<file path="src/rtl/dsm_pkg.sv">
`timescale 1ns/1ps
package dsm_pkg;
    localparam int DSM_IN_W  = 16;
    localparam int DSM_ACC_W = 20;

    typedef enum logic {
        FB_NEG = 1'b0,
        FB_POS = 1'b1
    } fb_pol_e;
endpackage

</file>
<file path="src/rtl/dsm_feedback_err.sv">
`timescale 1ns/1ps
module dsm_feedback_err
    import dsm_pkg::*;
#(
    parameter int IN_W = DSM_IN_W,
    localparam int ERR_W = IN_W + 2
) (
    input  logic signed [IN_W-1:0]  x_i,
    input  logic signed [IN_W-1:0]  vref_i,
    input  fb_pol_e                 pol_i,
    output logic signed [ERR_W-1:0] err_o
);
    logic signed [ERR_W-1:0] x_ext;
    logic signed [ERR_W-1:0] ref_ext;
    logic signed [ERR_W-1:0] fb_lvl;

    always_comb begin
        x_ext   = ERR_W'(x_i);
        ref_ext = ERR_W'(vref_i);
        fb_lvl  = (pol_i == FB_POS) ? ref_ext : -ref_ext;
        err_o   = x_ext - fb_lvl;
    end
endmodule

</file>
<file path="src/rtl/dsm_integrator.sv">
`timescale 1ns/1ps
module dsm_integrator #(
    parameter int ERR_W = 18,
    parameter int ACC_W = 20
) (
    input  logic                    clk_i,
    input  logic                    rst_i,
    input  logic                    en_i,
    input  logic signed [ERR_W-1:0] err_i,
    output logic signed [ACC_W-1:0] acc_q_o,
    output logic signed [ACC_W-1:0] acc_d_o
);
    localparam int SUM_W = ACC_W + 1;
    localparam logic signed [ACC_W-1:0] ACC_MAX = {1'b0, {(ACC_W-1){1'b1}}};
    localparam logic signed [ACC_W-1:0] ACC_MIN = {1'b1, {(ACC_W-1){1'b0}}};
    localparam logic signed [SUM_W-1:0] SUM_MAX = SUM_W'(ACC_MAX);
    localparam logic signed [SUM_W-1:0] SUM_MIN = SUM_W'(ACC_MIN);

    logic signed [SUM_W-1:0] sum;
    logic signed [ACC_W-1:0] acc_d, acc_q;

    always_comb begin
        sum   = SUM_W'(acc_q) + SUM_W'(err_i);
        acc_d = acc_q;
        if (en_i) begin
            if (sum > SUM_MAX) begin
                acc_d = ACC_MAX;
            end else if (sum < SUM_MIN) begin
                acc_d = ACC_MIN;
            end else begin
                acc_d = sum[ACC_W-1:0];
            end
        end
    end

    always_ff @(posedge clk_i) begin
        if (rst_i) begin
            acc_q <= '0;
        end else begin
            acc_q <= acc_d;
        end
    end

    assign acc_q_o = acc_q;
    assign acc_d_o = acc_d;

    // a positive error below the ceiling makes the integrator grow
    p_accum_grows_r3: assert property (@(posedge clk_i) disable iff (rst_i)
        en_i && !err_i[ERR_W-1] && (err_i != '0) && (acc_q != ACC_MAX)
        |=> acc_q > $past(acc_q));

    // once at the ceiling, a non-negative error keeps it there
    p_no_overflow_r5: assert property (@(posedge clk_i) disable iff (rst_i)
        en_i && (acc_q == ACC_MAX) && !err_i[ERR_W-1]
        |=> acc_q == ACC_MAX);

    // once at the floor, a negative error keeps it there
    p_no_underflow_r5: assert property (@(posedge clk_i) disable iff (rst_i)
        en_i && (acc_q == ACC_MIN) && err_i[ERR_W-1]
        |=> acc_q == ACC_MIN);
endmodule

</file>
<file path="src/rtl/dsm_overload_det.sv">
`timescale 1ns/1ps
module dsm_overload_det
    import dsm_pkg::*;
#(
    parameter int IN_W = DSM_IN_W
) (
    input  logic signed [IN_W-1:0] x_i,
    input  logic signed [IN_W-1:0] vref_i,
    output logic                   ovl_o
);
    localparam int MAG_W = IN_W + 2;

    logic signed [MAG_W-1:0] x_ext;
    logic signed [MAG_W-1:0] mag;
    logic signed [MAG_W-1:0] ref_ext;

    always_comb begin
        x_ext   = MAG_W'(x_i);
        mag     = x_i[IN_W-1] ? -x_ext : x_ext;
        ref_ext = MAG_W'(vref_i);
        ovl_o   = (mag >= ref_ext);
    end
endmodule

</file>
<file path="src/rtl/dsm_first_order.sv">
`timescale 1ns/1ps
module dsm_first_order
    import dsm_pkg::*;
#(
    parameter int IN_W  = DSM_IN_W,
    parameter int ACC_W = DSM_ACC_W
) (
    input  logic                   clk_i,
    input  logic                   rst_i,
    input  logic                   valid_i,
    input  logic signed [IN_W-1:0] x_i,
    input  logic signed [IN_W-1:0] vref_i,
    output logic                   bit_o,
    output logic                   ovl_o
);
    localparam int ERR_W = IN_W + 2;
    localparam logic signed [ACC_W-1:0] ACC_ZERO = '0;

    typedef struct packed {
        logic bit_v;
        logic ovl;
    } loop_st_t;

    loop_st_t st_d, st_q;
    fb_pol_e  pol;
    logic signed [ERR_W-1:0] err;
    logic signed [ACC_W-1:0] acc_q, acc_d;
    logic ovl_now;

    assign pol = st_q.bit_v ? FB_POS : FB_NEG;

    dsm_feedback_err #(.IN_W(IN_W)) u_fb (
        .x_i    (x_i),
        .vref_i (vref_i),
        .pol_i  (pol),
        .err_o  (err)
    );

    dsm_integrator #(.ERR_W(ERR_W), .ACC_W(ACC_W)) u_acc (
        .clk_i   (clk_i),
        .rst_i   (rst_i),
        .en_i    (valid_i),
        .err_i   (err),
        .acc_q_o (acc_q),
        .acc_d_o (acc_d)
    );

    dsm_overload_det #(.IN_W(IN_W)) u_ovl (
        .x_i    (x_i),
        .vref_i (vref_i),
        .ovl_o  (ovl_now)
    );

    always_comb begin
        st_d = st_q;
        if (valid_i) begin
            st_d.bit_v = (acc_d > ACC_ZERO);
            st_d.ovl   = ovl_now;
        end
    end

    always_ff @(posedge clk_i) begin
        if (rst_i) begin
            st_q <= '0;
        end else begin
            st_q <= st_d;
        end
    end

    assign bit_o = st_q.bit_v;
    assign ovl_o = st_q.ovl;

    // an idle strobe freezes both outputs
    p_hold_idle_r7: assert property (@(posedge clk_i) disable iff (rst_i)
        !valid_i |=> $stable(bit_o) && $stable(ovl_o));

    // the output bit agrees with the sign of the integrator it was taken from
    p_cmp_sign_r4: assert property (@(posedge clk_i) disable iff (rst_i)
        valid_i |=> bit_o == (acc_q > ACC_ZERO));

    // an input at or above a positive reference raises the flag
    p_ovl_high_r6: assert property (@(posedge clk_i) disable iff (rst_i)
        valid_i && !vref_i[IN_W-1] && (x_i >= vref_i) |=> ovl_o);
endmodule

</file>
<file path="config.mk">
export PLATFORM = sky130hd
export DESIGN_NAME = dsm_first_order
export DESIGN_NICKNAME = d
export VERILOG_FILES = /design/src/rtl/dsm_pkg.sv /design/src/rtl/dsm_feedback_err.sv /design/src/rtl/dsm_integrator.sv /design/src/rtl/dsm_overload_det.sv /design/src/rtl/dsm_first_order.sv
export SDC_FILE = /design/constraint.sdc
export NUM_CORES = 1
export LEC_CHECK = 0
export ABC_CLOCK_PERIOD_IN_PS = 7500
export BUFFER_PORTS_ARGS = -buffer_cell sky130_fd_sc_hd__buf_2
export CORE_MARGIN = 2
export CORE_UTILIZATION = 48
export CTS_CLUSTER_DIAMETER = 60
export CTS_CLUSTER_SIZE = 24
export DETAILED_ROUTE_END_ITERATION = 10
export HOLD_SLACK_MARGIN = 0.06
export MAX_ROUTING_LAYER = met4
export PLACE_DENSITY = 0.71
export REMOVE_ABC_BUFFERS = 1
export SETUP_SLACK_MARGIN = 0.5
export SYNTH_ARGS = -nofsm -noshare
export SYNTH_HDL_FRONTEND = slang
export SYNTH_HIERARCHICAL = 1
export SYNTH_SLANG_ARGS = --single-unit
</file>
<file path="constraint.sdc">
create_clock -name clk_i -period 7.5 [get_ports clk_i]
set_input_delay 1.5 -clock clk_i [delete_from_list [all_inputs] [get_ports clk_i]]
set_output_delay 1.5 -clock clk_i [all_outputs]
set_load 0.01 [all_outputs]
</file>
==> impl_metrics.py, run 1 <==
metrics = {
    "cells_and_area": {
        "finish.net_count": 683,
        "multi_input_gate_area_sq_um": 3560,
        "final_core_occ_pct": 54.9,
        "fill_cell_count": 784,
        "diodes": 0,
        "area.growth.synth_to_final_pct": 12.6,
        "drive_above_1_share_pct": 16.3,
        "regArea_sq_um": 440,
    },
    "timing": {
        "maxClockFrequency_ghz": 0.147,
        "final_worst_setup_slack_ns": 0.712,
        "finalHoldViolCount": 0,
        "tmin_final_ns": 6.79,
        "slew_viol_final": 0,
        "report.final.setup_viol": 0,
        "final.period_utilization_pct": 90.5,
        "max-slew-margin-rel_pct": 44.8,
        "grt_setup_unrepaired": "no",
        "worst_clock_skew_ns": 0.00480,
        "timing_worst_slew_pin_value_ns": 0.827,
    },
    "critical_path": {
        "setup.worst_path.class": "input pin to flip-flop",
        "critPathArrivalTime_ns": 6.93,
        "worst_setup_path_end_kind": "flip-flop",
        "cp_max_fo": 8,
        "worst_ep_required_time_ns": 7.65,
        "worst_setup_path_start_kind": "input pin",
    },
    "yosys": {
        "yosys_most_used_dff": "dfxtp_1",
        "synth-edff-count": 0,
        "synth_area_leaders": "ha_1 (17%), dfxtp_1 (11%), xnor2_1 (8.4%)",
        "syn-mean-instance-area_sq_um": 7.58,
        "async_sr_flop_fraction_pct": 0,
        "netlist_instances": 550,
        "library_cell_occupying_the_most_area_in_the_post_synthesis_netlist": "ha_1",
        "netlist_area_sq_um": 4170,
        "ys.warnings.count": 6,
        "ys_ff_latch": 22,
        "yosys.area.top_type_share_pct": 17.1,
        "synth_cell_type_count": 68,
        "synth_sequential_area_ratio_pct": 10.6,
    },
    "cts": {
        "cts.htree.levels": 1,
        "sinks_on_the_clock_net": 22,
        "clkSlewWorstSetupHoldPaths_ns": 0.08,
        "clkLatencyLatePin_ns": 0.27,
        "cts.root.buffer_cell": "clkbuf_8",
        "hold_fix_buffers_cts": 0,
        "tritoncts.num_buffers": 3,
        "clockBufferDepth": 2,
        "cts_tree": "done",
    },
    "place": {
        "dp_worst_setup_slack_ns": 0.0659,
        "port_buffers": 36,
        "gp_routability_congestion": 1.00,
        "detailed_placement_hpwl_um": 8640,
    },
    "pwr": {
        "power_density_nw_per_um2": 448,
        "peakVddDrop_v": 0.000177,
        "cellLeakagePower_nw": 2.02,
    },
    "route": {
        "drc": 0,
        "wl_um": 11200,
        "first_iter_violations": 276,
        "drtAntennaViolNets": 0,
        "first_pass_iters": 5,
        "route.vias.total": 4274,
        "post_drt_wl_per_cell_um": 16.2,
        "vias_per_cell": 6.14,
    },
    "run_status": {
        "status": "complete, no violations",
    },
    "global_route": {
        "grt_start_max_net_pins": 37,
        "number_of_antenna_violations_at_the_first_check_in_global_routing": 0,
        "vias_in_the_first_global_route": 4021,
        "globalRouteOverflowTotal": 0,
        "gr-usage-all-layers_pct": 23.4,
        "global_route_wire_length_before_repair_um": 18500,
    },
    "min_path": {
        "hold_path.class": "flip-flop to flip-flop",
    },
    "floorplan": {
        "dieHeight_um": 97.2,
        "die_w_um": 97.2,
        "coreArea_sq_um": 8550,
        "io_pins": 37,
        "initial_utilization_pct": 48.8,
        "design.die.area_sq_um": 9450,
        "placement_rows": 34,
    },
    "run": {
        "maxCapViolCount": 0,
    },
}
==> area by class of cell <==
class	instances	area share (%)
Tap cell	108	2.88
Clock buffer	3	0.880
Multi-Input combinational cell	472	75.8
Timing Repair Buffer	54	7.52
Sequential cell	22	9.38
Clock inverter	1	0.640
Inverter	36	2.88
==> synth_stat cells, types with 6 or more instances <==
master	n
nor4_1	8
nand4_1	6
nand2_1	30
a21oi_1	31
o31ai_1	6
buf_2	8
a31oi_1	10
inv_1	36
nor2_1	54
or4_4	6
a211oi_1	8
nor3_1	12
nand2b_1	9
ha_1	57
xor2_1	10
o32ai_1	17
nand3_1	6
o22ai_1	19
o21ai_0	35
xnor2_1	40
clkbuf_1	8
a21o_1	18
dfxtp_1	22
==> sequential cells by signal, indices dropped and copies added (netlist names) <==
| signal | cells |
|---|---|
| ovl_o | 1 |
| bit_o | 1 |
| u_acc/acc_q_o | 20 |
==> cell usage in the layout (no fill, tap or decap), types with 4 or more instances in the layout <==
| cell | count |
|---|---|
| o22ai_1 | 19 |
| nor3_1 | 11 |
| xor2_1 | 9 |
| nand4_1 | 6 |
| and3_1 | 4 |
| a21o_1 | 18 |
| a211oi_1 | 7 |
| nand2_1 | 30 |
| a21oi_1 | 31 |
| ha_1 | 54 |
| o211ai_1 | 4 |
| a31oi_1 | 10 |
| buf_4 | 14 |
| dfxtp_1 | 22 |
| nor4_1 | 7 |
| nor2_1 | 54 |
| o32ai_1 | 17 |
| inv_1 | 36 |
| xnor2_1 | 40 |
| o21bai_1 | 4 |
| o21ai_2 | 4 |
| mux2i_1 | 5 |
| o31ai_1 | 6 |
| o21ai_0 | 34 |
| or4_4 | 6 |
| buf_2 | 36 |
| nor2b_1 | 5 |
| nand3_1 | 6 |
| nand2b_1 | 9 |
| o21a_1 | 4 |
==> where the power goes <==
| part | internal [W] | switching [W] | total, W | leakage [nW] |
|---|---|---|---|---|
| Clock | 0.0000715 | 0.0000425 | 0.000114 | 0.0357 |
| Combinational | 0.000760 | 0.00101 | 0.00177 | 1.80 |
| Sequential | 0.000173 | 0.0000498 | 0.000223 | 0.184 |
==> per-stage QoR <==
step | cell area (sq um) | std cells | hold WS [ns] | total power (W) | TNS, ns
global placement | 4430 | 678 | 0.470 | 0.00178 | 0
CTS | 4510 | 684 | 0.522 | 0.00195 | 0
global route | 4690 | 696 | 0.553 | 0.00228 | 0
detailed placement | 4430 | 678 | 0.500 | 0.00181 | 0
floorplan | 4060 | 530 | 0.503 | 0.00144 | -0.0986
finish | 4690 | 696 | 0.507 | 0.00210 | 0
==> what timing repair did <==
action	4_1_cts	5_1_grt
resized for setup	0	17
endpoints found under the setup margin	1	3
gates cloned	0	1
pin swaps	1	16
setup buffers	2	11
==> layer usage <==
| layer | GRT usage [%] | part of all wire (%) |
|---|---|---|
| met2 | 40.9 | 49 |
| met4 | 4.91 | 2.3 |
| met1 | 30.0 | 45 |
| met3 | 1.29 | 3.9 |
| met5 | - | 0 |
==> worst max-delay path: stages <==
cell and delay [ns]:
buf_2 0.15, or4_4 0.56, nor3_4 0.21, nor2_1 0.08, xnor2_1 0.18, ha_2 0.36
and4_4 0.24, nand2_1 0.07, a211oi_2 0.25, o211ai_1 0.19, a31oi_1 0.24, xor2_1 0.27
ha_4 0.25, and3_2 0.23, a211oi_2 0.28, o21bai_1 0.12, a311oi_2 0.32, o21ai_2 0.13
a311oi_4 0.23, buf_6 0.17, o22ai_1 0.09, or4_4 0.55, nor4_4 0.15, a221oi_2 0.09
==> path summary, 6_finish.rpt <==
kind	from	endpoint	slack, ns	depth (start not counted)
hold / removal	ovl_o	ovl_o	0.51	2
hold reg to reg	ovl_o	ovl_o	0.51	2
setup / recovery	vref_i[3]	bit_o	0.71	24
setup reg to reg	bit_o	bit_o	1.67	20
==> cells by family after synthesis <==
family / synth area share, %
simple gates: 22.4
compound gates: 30.8
fa+ha+maj: 18.1
buf+inv: 6.00
other cells: 0.0899
xor+xnor: 10.9
mux: 1.20
flops: 10.6
No activity file was read; power rests on OpenSTA's default activity.
==> inputs of run 2 (changes only) <==
==> constraint.sdc (replaced) <==
create_clock -name clk_i -period 7.5 [get_ports clk_i]
set_input_delay 0.75 -clock clk_i [delete_from_list [all_inputs] [get_ports clk_i]]
set_output_delay 0.75 -clock clk_i [all_outputs]
set_load 0.01 [all_outputs]
==> impl_metrics.py, run 2 (synthesis gave the netlist of run 1 again) <==
metrics = {
    "global_route": {
        "number_of_antenna_violations_at_the_first_check_in_global_routing": 0,
        "global_route_wire_length_before_repair_um": 17800,
        "globalRouteOverflowTotal": 0,
        "gr-usage-all-layers_pct": 22.5,
        "vias_in_the_first_global_route": 3990,
        "grt_start_max_net_pins": 37,
    },
    "place": {
        "placedInstanceArea_sq_um": 4400,
        "dp_worst_setup_slack_ns": 0.578,
        "cell_count_after_placement": 676,
        "gp_routability_congestion": 1.02,
        "detailed_placement_hpwl_um": 8540,
        "port_buffers": 36,
    },
    "cells_and_area": {
        "multi_input_gate_area_sq_um": 3500,
        "final_core_occ_pct": 52.4,
        "regArea_sq_um": 440,
        "area.growth.synth_to_final_pct": 7.53,
        "drive_above_1_share_pct": 12.7,
        "final_cells": 683,
        "flip_flop_count_of_the_largest_register_after_layout": 20,
        "fill_cell_count": 852,
        "finish.net_count": 670,
        "mostFrequentLayoutCells": "ha_1 (57), nor2_1 (54), xnor2_1 (40), buf_2 (36), inv_1 (36)",
        "final_cell_area_sq_um": 4480,
        "diodes": 0,
        "layout_commonest_cell": "ha_1",
    },
    "cts": {
        "clockBufferDepth": 2,
        "cts.root.buffer_cell": "clkbuf_8",
        "clkLatencyLatePin_ns": 0.27,
        "cts.htree.levels": 1,
        "cts_tree": "done",
        "sinks_on_the_clock_net": 22,
        "tritoncts.num_buffers": 3,
        "clkSlewWorstSetupHoldPaths_ns": 0.08,
        "hold_fix_buffers_cts": 0,
    },
    "run_status": {
        "status": "complete, no violations",
    },
    "critical_path": {
        "worst_setup_path_startpoint": "vref_i[5]",
        "setup.worst_path.class": "input pin to flip-flop",
        "timing.critical_path.buf_inv": 2,
        "worst_r2r_path_depth": 20,
        "worst_path_slowest_cell": "or4_4",
        "destination_of_the_worst_register_to_register_timing_path": "bit_o",
        "regToRegStartpoint": "bit_o",
        "critPathArrivalTime_ns": 6.61,
        "cp_slowest_stage_delay_ns": 0.57,
        "cp_max_fo": 29,
        "worst_ep_required_time_ns": 7.64,
        "cell_by_cell_listing_of_the_critical_path": "buf_2, or4_4, nor3_4, nor2_1, xnor2_1, ha_1, and4_1, nand2_1, a211oi_1, o211ai_1, a31oi_1, xor2_1, ha_1, and3_1, a211oi_2, o21bai_1, a311oi_2, o21ai_1, a311oi_4, buf_4, o22ai_1, nor4_1, and4_1, a221oi_2",
        "rrSetupSlack_ns": 1.42,
        "cpLargestDelayFamily": "compound AO/OA/AOI/OAI gates",
        "worst_setup_path_start_kind": "input pin",
        "worst_setup_path_end_kind": "flip-flop",
    },
    "run": {
        "maxCapViolCount": 0,
    },
    "timing": {
        "tmin_final_ns": 6.47,
        "final_worst_setup_slack_ns": 1.03,
        "worst_clock_skew_ns": 0.00107,
        "final.period_utilization_pct": 86.3,
        "finalHoldViolCount": 0,
        "max-slew-margin-rel_pct": 46.8,
        "report.final.setup_viol": 0,
        "maxClockFrequency_ghz": 0.154,
        "grt_setup_unrepaired": "no",
        "finalSetupTns_ns": 0,
        "timing_worst_slew_pin_value_ns": 0.797,
        "slew_viol_final": 0,
    },
    "route": {
        "route.vias.total": 4178,
        "first_pass_iters": 5,
        "post_drt_wl_per_cell_um": 15.6,
        "wl_um": 10600,
        "vias_per_cell": 6.12,
        "drtAntennaViolNets": 0,
        "first_iter_violations": 273,
        "drc": 0,
    },
    "floorplan": {
        "die_w_um": 97.2,
        "placement_rows": 34,
        "io_pins": 37,
        "coreArea_sq_um": 8550,
        "design.die.area_sq_um": 9450,
        "dieHeight_um": 97.2,
        "initial_utilization_pct": 48.8,
    },
    "pwr": {
        "cellLeakagePower_nw": 1.94,
        "peakVddDrop_v": 0.000154,
        "power_density_nw_per_um2": 429,
    },
    "min_path": {
        "end_point_of_the_most_critical_hold_path": "ovl_o",
        "worst_hold_startpoint": "ovl_o",
        "hold_path.class": "flip-flop to flip-flop",
        "whs_path_depth": 2,
    },
}
## run 2: worst register-to-register path, stage by stage (launching register included)
cell and delay [ns]:
dfxtp_1 0.84, mux2i_1 0.39, ha_1 0.28, nor2b_1 0.14
o31ai_1 0.39, a211oi_1 0.19, o211ai_1 0.31, a31oi_1 0.17
xor2_1 0.18, ha_1 0.42, and3_1 0.27, a211oi_2 0.25
o21bai_1 0.11, a311oi_2 0.36, o21ai_1 0.17, a311oi_4 0.36
buf_4 0.36, o22ai_1 0.14, nor4_1 0.30, and4_1 0.24
a221oi_2 0.07
## run 2: per-layer routing
| metal | wire length, um | vias up | GRT usage [%] |
|---|---|---|---|
| met5 | 0 | - | - |
| met4 | 233 | 0 | 5.88 |
| met3 | 372 | 19 | 1.58 |
| met2 | 5090 | 89 | 39.6 |
| met1 | 4940 | 1942 | 28.0 |
| li1 | - | 2128 | - |
## run 2: layout make-up
type,instances,area share (%)
Multi-Input combinational cell,472,78.1
Sequential cell,22,9.82
Timing Repair Buffer,41,4.85
Inverter,36,3.01
Tap cell,108,3.01
Clock buffer,4,1.23
## run 2: worst max path at each step
stage | slack [ns] | to | cells past startpoint
finish | 1.03 | bit_o | 24
global route | 0.56 | bit_o | 25
CTS | 0.83 | bit_o | 25
detailed placement | 0.58 | bit_o | 25
global placement | 0.75 | bit_o | 24
floorplan | 0.65 | bit_o | 22
## run 2: timing repair
action,in CTS,in global routing
endpoints found under the setup margin,0,1
endpoints found under the hold margin,0,0
setup buffers,0,3
gates resized for setup,0,1
## run 2: per-stage QoR
stage | power [W] | hold slack, ns
after detailed placement | 0.00178 | 0.478
after floorplan | 0.00144 | 0.503
after global placement | 0.00175 | 0.473
final | 0.00192 | 0.496
after CTS | 0.00188 | 0.499
after global routing | 0.00210 | 0.523
## run 2: report_power, final
group,switching (W),total [W],internal (W)
Combinational,0.000949,0.00162,0.000667
Clock,0.0000405,0.0000874,0.0000469
Sequential,0.0000477,0.000220,0.000173
==> inputs of run 3 (changes only) <==
--- a/config.mk
+++ b/config.mk
@@ -19,5 +19,4 @@
 export SETUP_SLACK_MARGIN = 0.5
 export SYNTH_ARGS = -nofsm -noshare
 export SYNTH_HDL_FRONTEND = slang
-export SYNTH_HIERARCHICAL = 1
 export SYNTH_SLANG_ARGS = --single-unit
==> impl_metrics.py, run 3 <==
metrics = {
    "yosys": {
        "netlist_area_sq_um": 3970,
        "yosys.area.top_type_share_pct": 17.7,
        "ys.warnings.count": 0,
        "synth_cell_type_count": 73,
        "synth_area_leaders": "ha_1 (18%), dfxtp_1 (11%), xnor2_1 (11%)",
        "synth_sequential_area_ratio_pct": 11.1,
        "library_cell_occupying_the_most_area_in_the_post_synthesis_netlist": "ha_1",
        "synth-edff-count": 0,
        "async_sr_flop_fraction_pct": 0,
        "yosys_most_used_dff": "dfxtp_1",
        "syn-mean-instance-area_sq_um": 7.42,
        "ys_ff_latch": 22,
        "synthMostInstantiatedCell": "nor2_1",
        "netlist_instances": 535,
        "synth.top_cells.by_count": "nor2_1 (61), ha_1 (56), xnor2_1 (50)",
    },
    "run": {
        "maxCapViolCount": 0,
    },
    "global_route": {
        "number_of_antenna_violations_at_the_first_check_in_global_routing": 0,
        "gr-usage-all-layers_pct": 24.4,
        "globalRouteOverflowTotal": 0,
        "vias_in_the_first_global_route": 3712,
        "global_route_wire_length_before_repair_um": 17200,
        "grt_start_max_net_pins": 31,
    },
    "cts": {
        "cts_setup_buffers": 0,
        "clockBufferDepth": 2,
        "tritoncts.num_buffers": 3,
        "clkLatencyLatePin_ns": 0.26,
        "clkSlewWorstSetupHoldPaths_ns": 0.09,
        "cts.root.buffer_cell": "clkbuf_8",
        "cts.htree.levels": 1,
        "sinks_on_the_clock_net": 22,
        "post_cts_resized": 0,
        "hold_fix_buffers_cts": 0,
        "cts_tree": "done",
    },
    "timing": {
        "slew_viol_final": 0,
        "finalSetupTns_ns": 0,
        "final_worst_setup_slack_ns": 1.26,
        "finalHoldViolCount": 0,
        "report.final.setup_viol": 0,
        "maxClockFrequency_ghz": 0.160,
        "tmin_final_ns": 6.24,
        "final.period_utilization_pct": 83.2,
        "grt_setup_unrepaired": "no",
        "max-slew-margin-rel_pct": 39.3,
        "timing_worst_slew_pin_value_ns": 0.910,
        "worst_clock_skew_ns": 0.00281,
    },
    "cells_and_area": {
        "area.growth.synth_to_final_pct": 8.26,
        "fill_cell_count": 792,
        "multi_input_gate_area_sq_um": 3350,
        "flip_flop_count_of_the_largest_register_after_layout": 20,
        "finish.net_count": 656,
        "final_core_occ_pct": 52.8,
        "mostFrequentLayoutCells": "nor2_1 (61), ha_1 (56), xnor2_1 (50), a21oi_1 (40), buf_2 (36)",
        "regArea_sq_um": 440,
        "layout_commonest_cell": "nor2_1",
        "diodes": 0,
        "drive_above_1_share_pct": 11.6,
    },
    "critical_path": {
        "critPathArrivalTime_ns": 6.42,
        "worst_ep_required_time_ns": 7.69,
        "rrSetupSlack_ns": 1.50,
        "destination_of_the_worst_register_to_register_timing_path": "bit_o",
        "regToRegStartpoint": "bit_o",
        "worst_setup_path_startpoint": "vref_i[1]",
        "worst_r2r_path_depth": 25,
        "worst_setup_path_start_kind": "input pin",
        "cp_max_fo": 20,
        "worst_setup_path_end_kind": "flip-flop",
        "setup.worst_path.class": "input pin to flip-flop",
    },
    "min_path": {
        "worst_hold_startpoint": "u_acc.acc_q_o[19]",
        "end_point_of_the_most_critical_hold_path": "u_acc.acc_q_o[19]",
        "whs_path_depth": 2,
        "hold_path.class": "flip-flop to flip-flop",
    },
    "floorplan": {
        "dieHeight_um": 94.9,
        "die_w_um": 94.9,
        "io_pins": 37,
        "placement_rows": 33,
        "coreArea_sq_um": 8130,
        "design.die.area_sq_um": 9010,
        "initial_utilization_pct": 48.8,
    },
    "pwr": {
        "peakVddDrop_v": 0.000159,
        "power_density_nw_per_um2": 492,
        "cellLeakagePower_nw": 1.91,
    },
    "place": {
        "dp_worst_setup_slack_ns": 1.07,
        "gp_routability_congestion": 0.913,
        "detailed_placement_hpwl_um": 8520,
        "port_buffers": 36,
    },
    "route": {
        "post_drt_wl_per_cell_um": 15.3,
        "wl_um": 10200,
        "drtAntennaViolNets": 0,
        "drc": 0,
        "first_pass_iters": 4,
        "vias_per_cell": 5.91,
        "first_iter_violations": 204,
        "route.vias.total": 3940,
    },
    "run_status": {
        "status": "complete, no violations",
    },
}
## run 3: cell count changes after synthesis, sizes merged, moves of 9 or more
cell	previous run	this run
nor2	54	63
o22ai	19	3
xnor2	41	50
a21oi	31	41
nor3	13	30
o21ai	41	26
o32ai	17	0
## run 3: cell families (layout without fill, tap and decap cells)
group / Yosys count / after routing / synth area share, %
AND/OR/NAND/NOR: 198 / 198 / 25.6
AO/OA/AOI/OAI: 147 / 147 / 25.8
adder cells (fa/ha/maj): 58 / 58 / 18.7
XOR/XNOR: 58 / 58 / 12.8
buffers and inverters: 46 / 72 / 4.70
flip-flops: 22 / 22 / 11.1
multiplexers: 5 / 5 / 1.32
other: 1 / 2 / 0.0945
## run 3: how the worst max path moves through the flow
stage,endpoint,slack [ns],depth (start not counted)
2_1_floorplan,bit_o,1.58,26
4_1_cts,bit_o,1.33,27
5_1_grt,bit_o,0.77,24
3_3_place_gp,bit_o,1.28,24
3_5_place_dp,bit_o,1.07,24
6_report,bit_o,1.26,27
## run 3: metrics by stage
stage,power [W],area [sq um],hold WS [ns],cells
final,0.00211,4300,0.498,667
after global routing,0.00232,4300,0.528,667
after CTS,0.00209,4300,0.499,667
after detailed placement,0.00198,4230,0.484,663
after global placement,0.00193,4230,0.484,663
after floorplan,0.00160,3900,0.457,520
## run 3: power breakdown
group | internal (W) | switching [W] | leakage, nW
clock network | 0.0000713 | 0.0000409 | 0.0357
logic | 0.000738 | 0.00105 | 1.69
registers | 0.000164 | 0.0000516 | 0.183
total | 0.000974 | 0.00114 | 1.91
## run 3: final cells by class
cell class,count,share of cell area (%)
Timing Repair Buffer,38,4.54
Sequential cell,22,10.3
Inverter,30,2.62
Clock inverter,1,0.699
Multi-Input combinational cell,468,77.9
Clock buffer,3,0.961
Tap cell,105,3.06
## run 3: metal layers
metal  wire length, um  up-vias  GRT usage [%]  share of wire, %
met4               290        0           7.73               2.8
met5                 0        -              -                 0
li1                  -     2007              -                 -
met2              4670       93           40.4                46
met3               375       19           1.12               3.7
met1              4860     1821           32.0                48
## run 3: worst max-delay path: stages
cell      delay [ns]
buf_2           0.10
inv_1           0.06
ha_1            0.26
mux2_2          0.30
inv_1           0.07
ha_1            0.22
nor2b_1         0.13
o21ai_0         0.20
a21boi_0        0.15
o21ai_1         0.17
a211oi_1        0.14
a21boi_1        0.19
nand2_1         0.10
a31o_2          0.26
o41ai_1         0.34
xnor2_1         0.23
ha_1            0.41
and2_2          0.21
and4_1          0.22
and2_4          0.17
nor2_4          0.04
or3_1           0.33
o221ai_2        0.73
a31oi_1         0.14
o22ai_1         0.24
nor4_2          0.08
a41oi_1         0.20
